File: src/rtl/pwm_pkg.sv
// Package: shared constants of the shared-period PWM block.
// Assumes: word indices are byte offsets divided by four.
package pwm_pkg;
    localparam int CNT_W      = 8;   // period counter width (256 ticks)
    localparam int PSC_W      = 8;   // prescaler width
    localparam int DATA_W     = 32;  // register word width
    localparam int CTRL_WORD  = 20;  // byte offset 0x50
    localparam int IRQ_WORD   = 21;  // byte offset 0x54
    localparam int COUNT_WORD = 22;  // byte offset 0x58
    localparam int PSC_LO_LSB = 0;   // prescaler low nibble position
    localparam int PSC_HI_LSB = 11;  // prescaler high nibble position
    localparam int RUN_BIT    = 9;   // global run bit position
endpackage

File: src/rtl/pwm_regs.sv
// Module: register file of the PWM block. Holds the pending duty values,
// the split prescaler, the run bit and the interrupt enable, and muxes read data.
// Assumes: NUM_CH <= 20 so duty offsets stay below the control word.
module pwm_regs #(
    parameter int NUM_CH = 1,
    parameter int ADDR_W = 8
) (
    input  logic                            clk,
    input  logic                            rst_n,
    input  logic                            wr,
    input  logic [ADDR_W-1:0]               addr,
    input  logic [pwm_pkg::DATA_W-1:0]      wdata,
    input  logic [pwm_pkg::CNT_W-1:0]       cnt,
    output logic [pwm_pkg::DATA_W-1:0]      rdata,
    output logic [NUM_CH-1:0][pwm_pkg::CNT_W-1:0] duty_pend,
    output logic [pwm_pkg::PSC_W-1:0]       psc_pend,
    output logic                            run_req,
    output logic                            irq_q
);
    import pwm_pkg::*;
    localparam int WORD_W = ADDR_W - 2;
    localparam logic [WORD_W-1:0] CTRL_W  = WORD_W'(CTRL_WORD);
    localparam logic [WORD_W-1:0] IRQ_W   = WORD_W'(IRQ_WORD);
    localparam logic [WORD_W-1:0] COUNT_W = WORD_W'(COUNT_WORD);

    logic [WORD_W-1:0] word;
    logic [CNT_W-1:0]  duty_q [NUM_CH];
    logic              unused_bits;

    assign word        = addr[ADDR_W-1:2];
    assign unused_bits = ^{addr[1:0], wdata[31:15], wdata[10], wdata[8:4]};

    // Capture writes into the duty, control and interrupt-enable registers.
    always_ff @(posedge clk) begin
        if (!rst_n) begin
            for (int c = 0; c < NUM_CH; c++) duty_q[c] <= '0;
            psc_pend <= '0;
            run_req  <= 1'b0;
            irq_q    <= 1'b0;
        end else if (wr) begin
            for (int c = 0; c < NUM_CH; c++)
                if (word == WORD_W'(c)) duty_q[c] <= wdata[CNT_W-1:0];
            if (word == CTRL_W) begin
                psc_pend <= {wdata[PSC_HI_LSB+3:PSC_HI_LSB], wdata[PSC_LO_LSB+3:PSC_LO_LSB]};
                run_req  <= wdata[RUN_BIT];
            end
            if (word == IRQ_W) irq_q <= wdata[0];
        end
    end

    // Flatten the duty array onto the packed output bus.
    generate
        for (genvar g = 0; g < NUM_CH; g++) begin : g_flat
            assign duty_pend[g] = duty_q[g];
        end
    endgenerate

    // Select read data for the addressed word; unmapped words read zero.
    always_comb begin
        rdata = '0;
        for (int c = 0; c < NUM_CH; c++)
            if (word == WORD_W'(c)) rdata[CNT_W-1:0] = duty_q[c];
        if (word == CTRL_W) begin
            rdata[PSC_LO_LSB+3:PSC_LO_LSB] = psc_pend[3:0];
            rdata[PSC_HI_LSB+3:PSC_HI_LSB] = psc_pend[7:4];
            rdata[RUN_BIT]                 = run_req;
        end
        if (word == IRQ_W)   rdata[0]         = irq_q;
        if (word == COUNT_W) rdata[CNT_W-1:0] = cnt;
    end

    assert_irq_store_R4: assert property (@(posedge clk) disable iff (!rst_n)
        (wr && word == IRQ_W) |=> (irq_q == $past(wdata[0])));
    assert_run_store_R3: assert property (@(posedge clk) disable iff (!rst_n)
        (wr && word == CTRL_W) |=> (run_req == $past(wdata[RUN_BIT])));
    assert_ctrl_hold_R3: assert property (@(posedge clk) disable iff (!rst_n)
        !(wr && word == CTRL_W) |=> ($stable(psc_pend) && $stable(run_req)));
endmodule

File: src/rtl/pwm_timebase.sv
// Module: shared time base. Divides the clock by the active prescaler plus one
// and steps the 256-tick period counter. Raises reload at start and at each wrap.
// Assumes: run_req comes from a register; counting starts one clock after it rises.
module pwm_timebase (
    input  logic                        clk,
    input  logic                        rst_n,
    input  logic                        run_req,
    input  logic [pwm_pkg::PSC_W-1:0]   psc_pend,
    output logic [pwm_pkg::CNT_W-1:0]   cnt,
    output logic                        running,
    output logic                        reload
);
    import pwm_pkg::*;
    logic [PSC_W-1:0] psc_act;
    logic [PSC_W-1:0] div_q;
    logic             tick;

    assign tick   = running && (div_q == psc_act);
    assign reload = !running || (tick && (cnt == '1));

    // Track the running state one clock behind the run request.
    always_ff @(posedge clk) begin
        if (!rst_n) running <= 1'b0;
        else        running <= run_req;
    end

    // Adopt the pending prescaler while idle and at each period wrap.
    always_ff @(posedge clk) begin
        if (!rst_n)      psc_act <= '0;
        else if (reload) psc_act <= psc_pend;
    end

    // Advance the clock divider and the period counter.
    always_ff @(posedge clk) begin
        if (!rst_n || !run_req || !running) begin
            div_q <= '0;
            cnt   <= '0;
        end else if (tick) begin
            div_q <= '0;
            cnt   <= cnt + 1'b1;
        end else begin
            div_q <= div_q + 1'b1;
        end
    end

    assert_idle_zero_R6: assert property (@(posedge clk) disable iff (!rst_n)
        !running |-> (cnt == '0 && div_q == '0));
    assert_div_bound_R7: assert property (@(posedge clk) disable iff (!rst_n)
        running |-> (div_q <= psc_act));
    assert_cnt_hold_R7: assert property (@(posedge clk) disable iff (!rst_n)
        (running && run_req && !tick) |=> $stable(cnt));
    assert_cnt_step_R7: assert property (@(posedge clk) disable iff (!rst_n)
        (running && run_req && tick) |=> (cnt == $past(cnt) + 1'b1));
    assert_psc_hold_R9: assert property (@(posedge clk) disable iff (!rst_n)
        !reload |=> $stable(psc_act));
endmodule

File: src/rtl/pwm_channel.sv
// Module: one PWM output. Holds the active duty value, loaded at reload,
// and drives high while the shared counter is at or below it.
// Assumes: cnt, running and reload come from the shared time base.
module pwm_channel (
    input  logic                        clk,
    input  logic                        rst_n,
    input  logic                        running,
    input  logic                        reload,
    input  logic [pwm_pkg::CNT_W-1:0]   duty_pend,
    input  logic [pwm_pkg::CNT_W-1:0]   cnt,
    output logic                        pwm
);
    import pwm_pkg::*;
    logic [CNT_W-1:0] duty_act;

    // Take the pending duty only at the period boundary or while idle.
    always_ff @(posedge clk) begin
        if (!rst_n)      duty_act <= '0;
        else if (reload) duty_act <= duty_pend;
    end

    // Compare the shared counter against the active duty.
    assign pwm = running && (cnt <= duty_act);

    assert_duty_hold_R9: assert property (@(posedge clk) disable iff (!rst_n)
        !reload |=> $stable(duty_act));
    assert_full_high_R8: assert property (@(posedge clk) disable iff (!rst_n)
        (running && $past(running) && duty_act == '1) |-> pwm);
endmodule

File: src/rtl/pwm_shared_period.sv
// Module: top of the shared-period PWM block. Ties the register file, the
// shared time base and one comparator per channel together.
// Assumes: 1 <= NUM_CH <= 20, ADDR_W >= 7.
module pwm_shared_period #(
    parameter int NUM_CH = 1,
    parameter int ADDR_W = 8
) (
    input  logic              clk,
    input  logic              rst_n,
    input  logic              reg_wr,
    input  logic [ADDR_W-1:0] reg_addr,
    input  logic [31:0]       reg_wdata,
    output logic [31:0]       reg_rdata,
    output logic              irq_en,
    output logic [NUM_CH-1:0] pwm_out
);
    import pwm_pkg::*;
    logic [NUM_CH-1:0][CNT_W-1:0] duty_pend;
    logic [PSC_W-1:0]             psc_pend;
    logic [CNT_W-1:0]             cnt;
    logic                         run_req;
    logic                         running;
    logic                         reload;

    pwm_regs #(.NUM_CH(NUM_CH), .ADDR_W(ADDR_W)) u_regs (
        .clk(clk), .rst_n(rst_n), .wr(reg_wr), .addr(reg_addr),
        .wdata(reg_wdata), .cnt(cnt), .rdata(reg_rdata),
        .duty_pend(duty_pend), .psc_pend(psc_pend),
        .run_req(run_req), .irq_q(irq_en)
    );

    pwm_timebase u_base (
        .clk(clk), .rst_n(rst_n), .run_req(run_req), .psc_pend(psc_pend),
        .cnt(cnt), .running(running), .reload(reload)
    );

    generate
        for (genvar g = 0; g < NUM_CH; g++) begin : g_ch
            pwm_channel u_ch (
                .clk(clk), .rst_n(rst_n), .running(running), .reload(reload),
                .duty_pend(duty_pend[g]), .cnt(cnt), .pwm(pwm_out[g])
            );
        end
    endgenerate

    assert_off_low_R6: assert property (@(posedge clk) disable iff (!rst_n)
        $fell(run_req) |=> (pwm_out == '0));
endmodule

File: config.mk
export PLATFORM = sky130hd
export DESIGN_NAME = pwm_shared_period
export DESIGN_NICKNAME = d
export VERILOG_FILES = /design/src/rtl/pwm_pkg.sv /design/src/rtl/pwm_regs.sv /design/src/rtl/pwm_timebase.sv /design/src/rtl/pwm_channel.sv /design/src/rtl/pwm_shared_period.sv
export SDC_FILE = /design/constraint.sdc
export NUM_CORES = 1
export LEC_CHECK = 0
export BUFFER_PORTS_ARGS = -buffer_cell sky130_fd_sc_hd__buf_4
export CORE_MARGIN = 2
export CORE_UTILIZATION = 38
export CTS_CLUSTER_SIZE = 40
export DETAILED_ROUTE_END_ITERATION = 10
export SETUP_SLACK_MARGIN = 0.2
export SYNTH_ARGS = -nofsm -noshare
export SYNTH_HDL_FRONTEND = slang
export SYNTH_SLANG_ARGS = --single-unit
File: constraint.sdc
create_clock -name clk -period 1.7 [get_ports clk]
set_input_delay 0.255 -clock clk [delete_from_list [all_inputs] [get_ports clk]]
set_output_delay 0.255 -clock clk [all_outputs]
set_load 0.01 [all_outputs]
Yosys cells after proc, flatten, opt, wreduce, memory -nomap -nowiden --
Memories as Yosys holds them, arrays and structs flattened. Index checks and enable logic that the tools add are counted.
Storage, ports and cells: memory bits (writable) 8, input port bits 43, register bits 43, memories 1
Cells by class: equality and inequality tests 5, reductions and logical operators 14, magnitude comparators 1, mux-type cells 13, $add $sub $neg 2
Memories:
- u_regs.duty_q | words 1, bits a word 8, read ports 1, clocked after memory_dff 0, wr ports 1, line pwm_regs.sv:27 | logic [CNT_W-1:0] duty_q [NUM_CH];
Operator list (count):
- 8-bit 2-to-1 mux | 3
- 6-bit by 5-bit == test with 1-bit output, second input constant | 3
- 8-bit by 1-bit adder with 8-bit output, second input constant | 2
- 8-bit == test | 1
- 8-bit == test, second input constant | 1
- 8-bit less-or-equal comparator | 1
- 1-bit 2-to-1 mux | 8
- 4-bit 2-to-1 mux | 2
- 8-bit OR reduction | 1
- 6-bit logical NOT | 1
- 2-bit AND reduction | 2
- 1-bit logical AND | 3
- 1-bit logical NOT | 3
- 1-bit logical OR | 3
- 2-bit OR reduction | 1

Longest topological paths before layout --
depth in word-level cells 7, mapped depth 7, depth with buffers taken out 7

Hierarchy --
Synthesis repeated with hierarchy kept, for this count alone.
Unflattened totals: cells, all modules 311, area total of the unflattened synthesis 2845.2 µm²
Modules (own cells, without submodules):
- pwm_timebase | area an instance 1246.2 µm², instances 1, cells an instance 137
- pwm_regs | area an instance 1096.1 µm², instances 1, cells an instance 120
- pwm_channel | area an instance 503.0 µm², instances 1, cells an instance 54

Worst setup path after synthesis --
No wires, ideal clock.
kind flip-flop to flip-flop, start point register u_base.div_q[0], end point register g_ch[0].u_ch.duty_act[6], read port of u_regs.duty_q, slack -0.094 ns, path buffers 2, stages on the path, launching flop included 8, library setup time 0.072 ns, arrival time 1.723 ns, path through dfxtp_1 -> xor2_1 -> nor4_4 -> and3_1 -> buf_6 -> a41oi_4 -> buf_6 -> mux2i_1
Between the ends: word-level cells in the longest chain between the ends 4
Ends and longest elaborated chain:
- start: declaration | line pwm_timebase.sv:15 | logic [PSC_W-1:0] div_q;
- start signal: assignment | line pwm_timebase.sv:42 | div_q <= div_q + 1'b1;
- 8-bit == test | line pwm_timebase.sv:18 | assign tick = running && (div_q == psc_act);
- 1-bit logical AND | line pwm_timebase.sv:18
- 1-bit logical AND | line pwm_timebase.sv:19 | assign reload = !running || (tick && (cnt == '1));
- 1-bit logical OR | line pwm_timebase.sv:19
- end: declaration | line pwm_channel.sv:14 | logic [CNT_W-1:0] duty_act;
Every way passes these cells. A chain may end at the register's enable or synchronous reset.

Final worst setup path --
start point register g_ch[0].u_ch.duty_act[1], read port of u_regs.duty_q, end point output pwm_out
Between the ends: word-level cells in the longest chain between the ends 2
Ends and longest elaborated chain:
- 8-bit less-or-equal comparator | line pwm_channel.sv:23 | assign pwm = running && (cnt <= duty_act);
- 1-bit logical AND | line pwm_channel.sv:23
- end: declaration | line pwm_shared_period.sv:15 | output logic [NUM_CH-1:0] pwm_out
Every way passes these cells.

==> flow_summary_export.csv <==
group,metric,value,unit
power,leakagePower,1.50,nW
layout,drive_gt1_frac,0.334,
synth,synth_area,2700,sq um
synth,synthFlopType,"dfxtp_1",
layout,synthToLayoutAreaGrowth,34.7,%
layout,mostFrequentLayoutCells,"buf_4 (52), nand2_1 (45), dfxtp_1 (38)",
drt,wire_per_inst,12.6,um
setup_path,r2r_cells,6,
setup_path,worstPathCellList,"inv_2, ha_4, nor2b_4, o21ai_1, nand2b_1, a21oi_2, o311a_1, buf_6",
setup_path,crit_arrival,1690,ps
timing,fmax,0.513,GHz
floorplanning,coreArea,6830,sq um
clock_tree,clkTransAtPathRegs,90,ps
worst_hold_path,worstHoldStart,"reg_wdata[9]",
timing,setup_viol,26,
floorplanning,die-area,7780,sq um
placement,placed_cell_area,3220,sq um
global_routing,grt_pass1_vias,2057,
setup_path,rrSetupSlack,-50,ps
timing,tns,-1090,ps
worst_hold_path,min_path_cells,3,
placement,placement.io_buffers,36,
global_routing,overflow,0,
setup_path,r2r_start,"u_base.psc_act[3]",
setup_path,cp.required,1440,ps
layout,nFillCells,669,
placement,pre_cts_ws,-91.5,ps
drt,ant_nets,0,
floorplanning,pin_count,77,
timing,skew,5.20,ps
worst_hold_path,hold_path_end,"u_regs.run_req",
clock_tree,cts_tree,"done",
synth,yosysSeqAreaShare,0.409,
synth,avgSynthCellArea,9.11,sq um
layout,postLayoutCoreUtil,0.532,
setup_path,critPathSlowestCell,"dfxtp_2",
drt,drt_iter0_markers,59,
drt,routed_via_density,4.75,
placement,gp_congestion,0.757,
floorplanning,dieWidth,88.2,um
layout,nets,417,
setup_path,endpoint_kind,"output pin",
clock_tree,cts_max_path_buffers,2,
floorplanning,start_util,0.395,
floorplanning,die_y,88.2,um
setup_path,crit_fanout,2,
layout,final_common_cell,"buf_4",
setup_path,crit_path_max_incr_delay,340,ps
worst_hold_path,hold_class,"in2reg",
setup_path,crit_buf_inv,2,
drt,drc,0,
setup_path,rr_endpoint,"g_ch[0].u_ch.duty_act[0]",
floorplanning,std_cell_rows,30,
timing,postLayoutSetupSlackWorst,-249,ps
synth,async_flop_share,0,
setup_path,worstSetupStartpointType,"flip-flop",
outcome,violations,"negative setup slack",
global_routing,grtUsageTotal,0.159,
setup_path,cpLargestDelayFamily,"compound AO/OA/AOI/OAI gates",
drt,via_count,2189,
clock_tree,clkLatencyLatePin,300,ps
placement,dp_hpwl,4.27,mm
timing,rsz0062_at_grt,"yes",
timing,slew_viol_final,0,
flow_run,max_cap_violations,0,
power,peakVddDrop,0.299,mV
synth,synth_cell_type_count,41,
drt,routed_wl,5.82,mm
clock_tree,cts_buffers,5,
global_routing,antenna_found_initial,0,
synth,synth_edf_count,8,
global_routing,grt_max_degree,19,
outcome,run_status,"complete, but fails checks",
drt,drt-pass1-iter-count,4,
global_routing,grt_pass1_wl,9.72,mm
timing,finalCriticalPeriod,1950,ps
clock_tree,cts_sinks,51,
timing,finalHoldViolations,0,
layout,diodes,0,
synth,syn_inst,296,
layout,design_area,3630,sq um
setup_path,criticalPathCategory,"reg2out",
clock_tree,cts_htree_levels,2,
synth,synth_seq_cells,51,
power,powerDensity,609,nW/um^2
timing,period_share,1.15,
clock_tree,cts_root_buffer,"clkbuf_8",
synth,yosysWarnings,0,
==> state kept, by name (all words and copies together) (netlist names) <==
signal / cells
u_regs.psc_pend: 8
u_base.psc_act: 8
u_base.running: 1
u_regs.run_req: 1
u_base.cnt: 8
g_ch.u_ch.duty_act: 8
u_regs.irq_q: 1
u_regs.duty_q: 8
u_base.div_q: 8
==> metal layers <==
metal / share of wire / GRT usage
met1: 0.45 / 0.211
met2: 0.50 / 0.267
met3: 0.043 / 0.0299
met4: 0.011 / 0.0427
met5: 0 / 0
==> worst max path at each step <==
stage | startpoint | to | depth (start not counted)
3_3_place_gp | reg_addr[3] | u_regs.duty_q[0][5] | 6
6_report | g_ch[0].u_ch.duty_act[1] | pwm_out | 8
5_1_grt | g_ch[0].u_ch.duty_act[5] | pwm_out | 8
3_5_place_dp | reg_addr[3] | u_regs.duty_q[0][5] | 6
2_1_floorplan | u_base.div_q[3] | g_ch[0].u_ch.duty_act[6] | 7
4_1_cts | g_ch[0].u_ch.duty_act[1] | pwm_out | 8
==> synth_stat cells (2+ instances only) <==
| master | instances | share of area |
|---|---|---|
| nand4_1 | 5 | 0.012 |
| a21boi_1 | 9 | 0.025 |
| nor3_1 | 3 | 0.0056 |
| dfxtp_1 | 43 | 0.32 |
| o21ai_0 | 3 | 0.0056 |
| o21a_1 | 2 | 0.0056 |
| mux2i_1 | 19 | 0.071 |
| clkbuf_1 | 7 | 0.0098 |
| ha_1 | 10 | 0.046 |
| a21oi_1 | 5 | 0.0093 |
| and2_1 | 16 | 0.037 |
| nor2b_1 | 3 | 0.0070 |
| xor2_1 | 13 | 0.042 |
| and3_1 | 6 | 0.014 |
| inv_1 | 16 | 0.022 |
| nor3b_1 | 2 | 0.0056 |
| xnor2_1 | 3 | 0.0098 |
| a22o_1 | 4 | 0.013 |
| edfxtp_1 | 8 | 0.089 |
| buf_6 | 2 | 0.0084 |
| nand2_1 | 49 | 0.068 |
| a222oi_1 | 3 | 0.011 |
| nor2_1 | 13 | 0.018 |
| buf_4 | 19 | 0.053 |
| or3_1 | 2 | 0.0046 |
| nand3_1 | 15 | 0.028 |
| nor3_2 | 2 | 0.0074 |
==> layout make-up <==
cell class                 count  area (sq um)  area share
tap                           96           120      0.0331
clock buffer                   7          96.3      0.0265
inverter                      16          60.1      0.0165
sequential                    51          1110       0.305
timing repair buffer          71           661       0.182
clock inverter                 1          7.51     0.00207
multi-input combinational    219          1580       0.435
==> cell families (layout without fill, tap and decap cells) <==
| kind of cell | count (synthesis) | count (layout) | synth area share |
|---|---|---|---|
| xor+xnor | 16 | 16 | 0.0520 |
| other cells | 1 | 19 | 0.00139 |
| simple gates | 121 | 121 | 0.227 |
| fa+ha+maj | 10 | 10 | 0.0464 |
| compound gates | 34 | 34 | 0.101 |
| flops | 51 | 51 | 0.409 |
| buf+inv | 44 | 95 | 0.0933 |
| mux | 19 | 19 | 0.0706 |
==> worst register-to-register path, stage by stage, from the launching register on <==
cell       delay [ps]
dfxtp_2           350
xor2_2            180
nor4_4            380
and3_4            270
a41oi_4           140
clkbuf_16         220
mux2i_1           110
==> report_power, final <==
group	internal, mW	switching (mW)	leakage, nW
Combinational	0.0823	0.0948	1.02
Sequential	1.25	0.0125	0.427
Clock	0.371	0.404	0.0505
Total	1.70	0.511	1.50
==> per-stage QoR <==
step                cells  total power, mW  hold WS (ps)
floorplan             314             1.40           401
global placement      441             1.44           445
finish                461             2.21           206
CTS                   460             2.23           200
detailed placement    441             1.45           448
global route          461             2.31           191
==> timing repair <==
action                                  4_1_cts  5_1_grt
setup buffers                                 9        1
endpoints found under the setup margin       38       62
resized for setup                            33       19
hold buffers                                  0        0
cloned                                        2        0
pin swaps                                    11       10
endpoints found under the hold margin         0        0
Note: power is estimated with default switching activity, not from simulation.
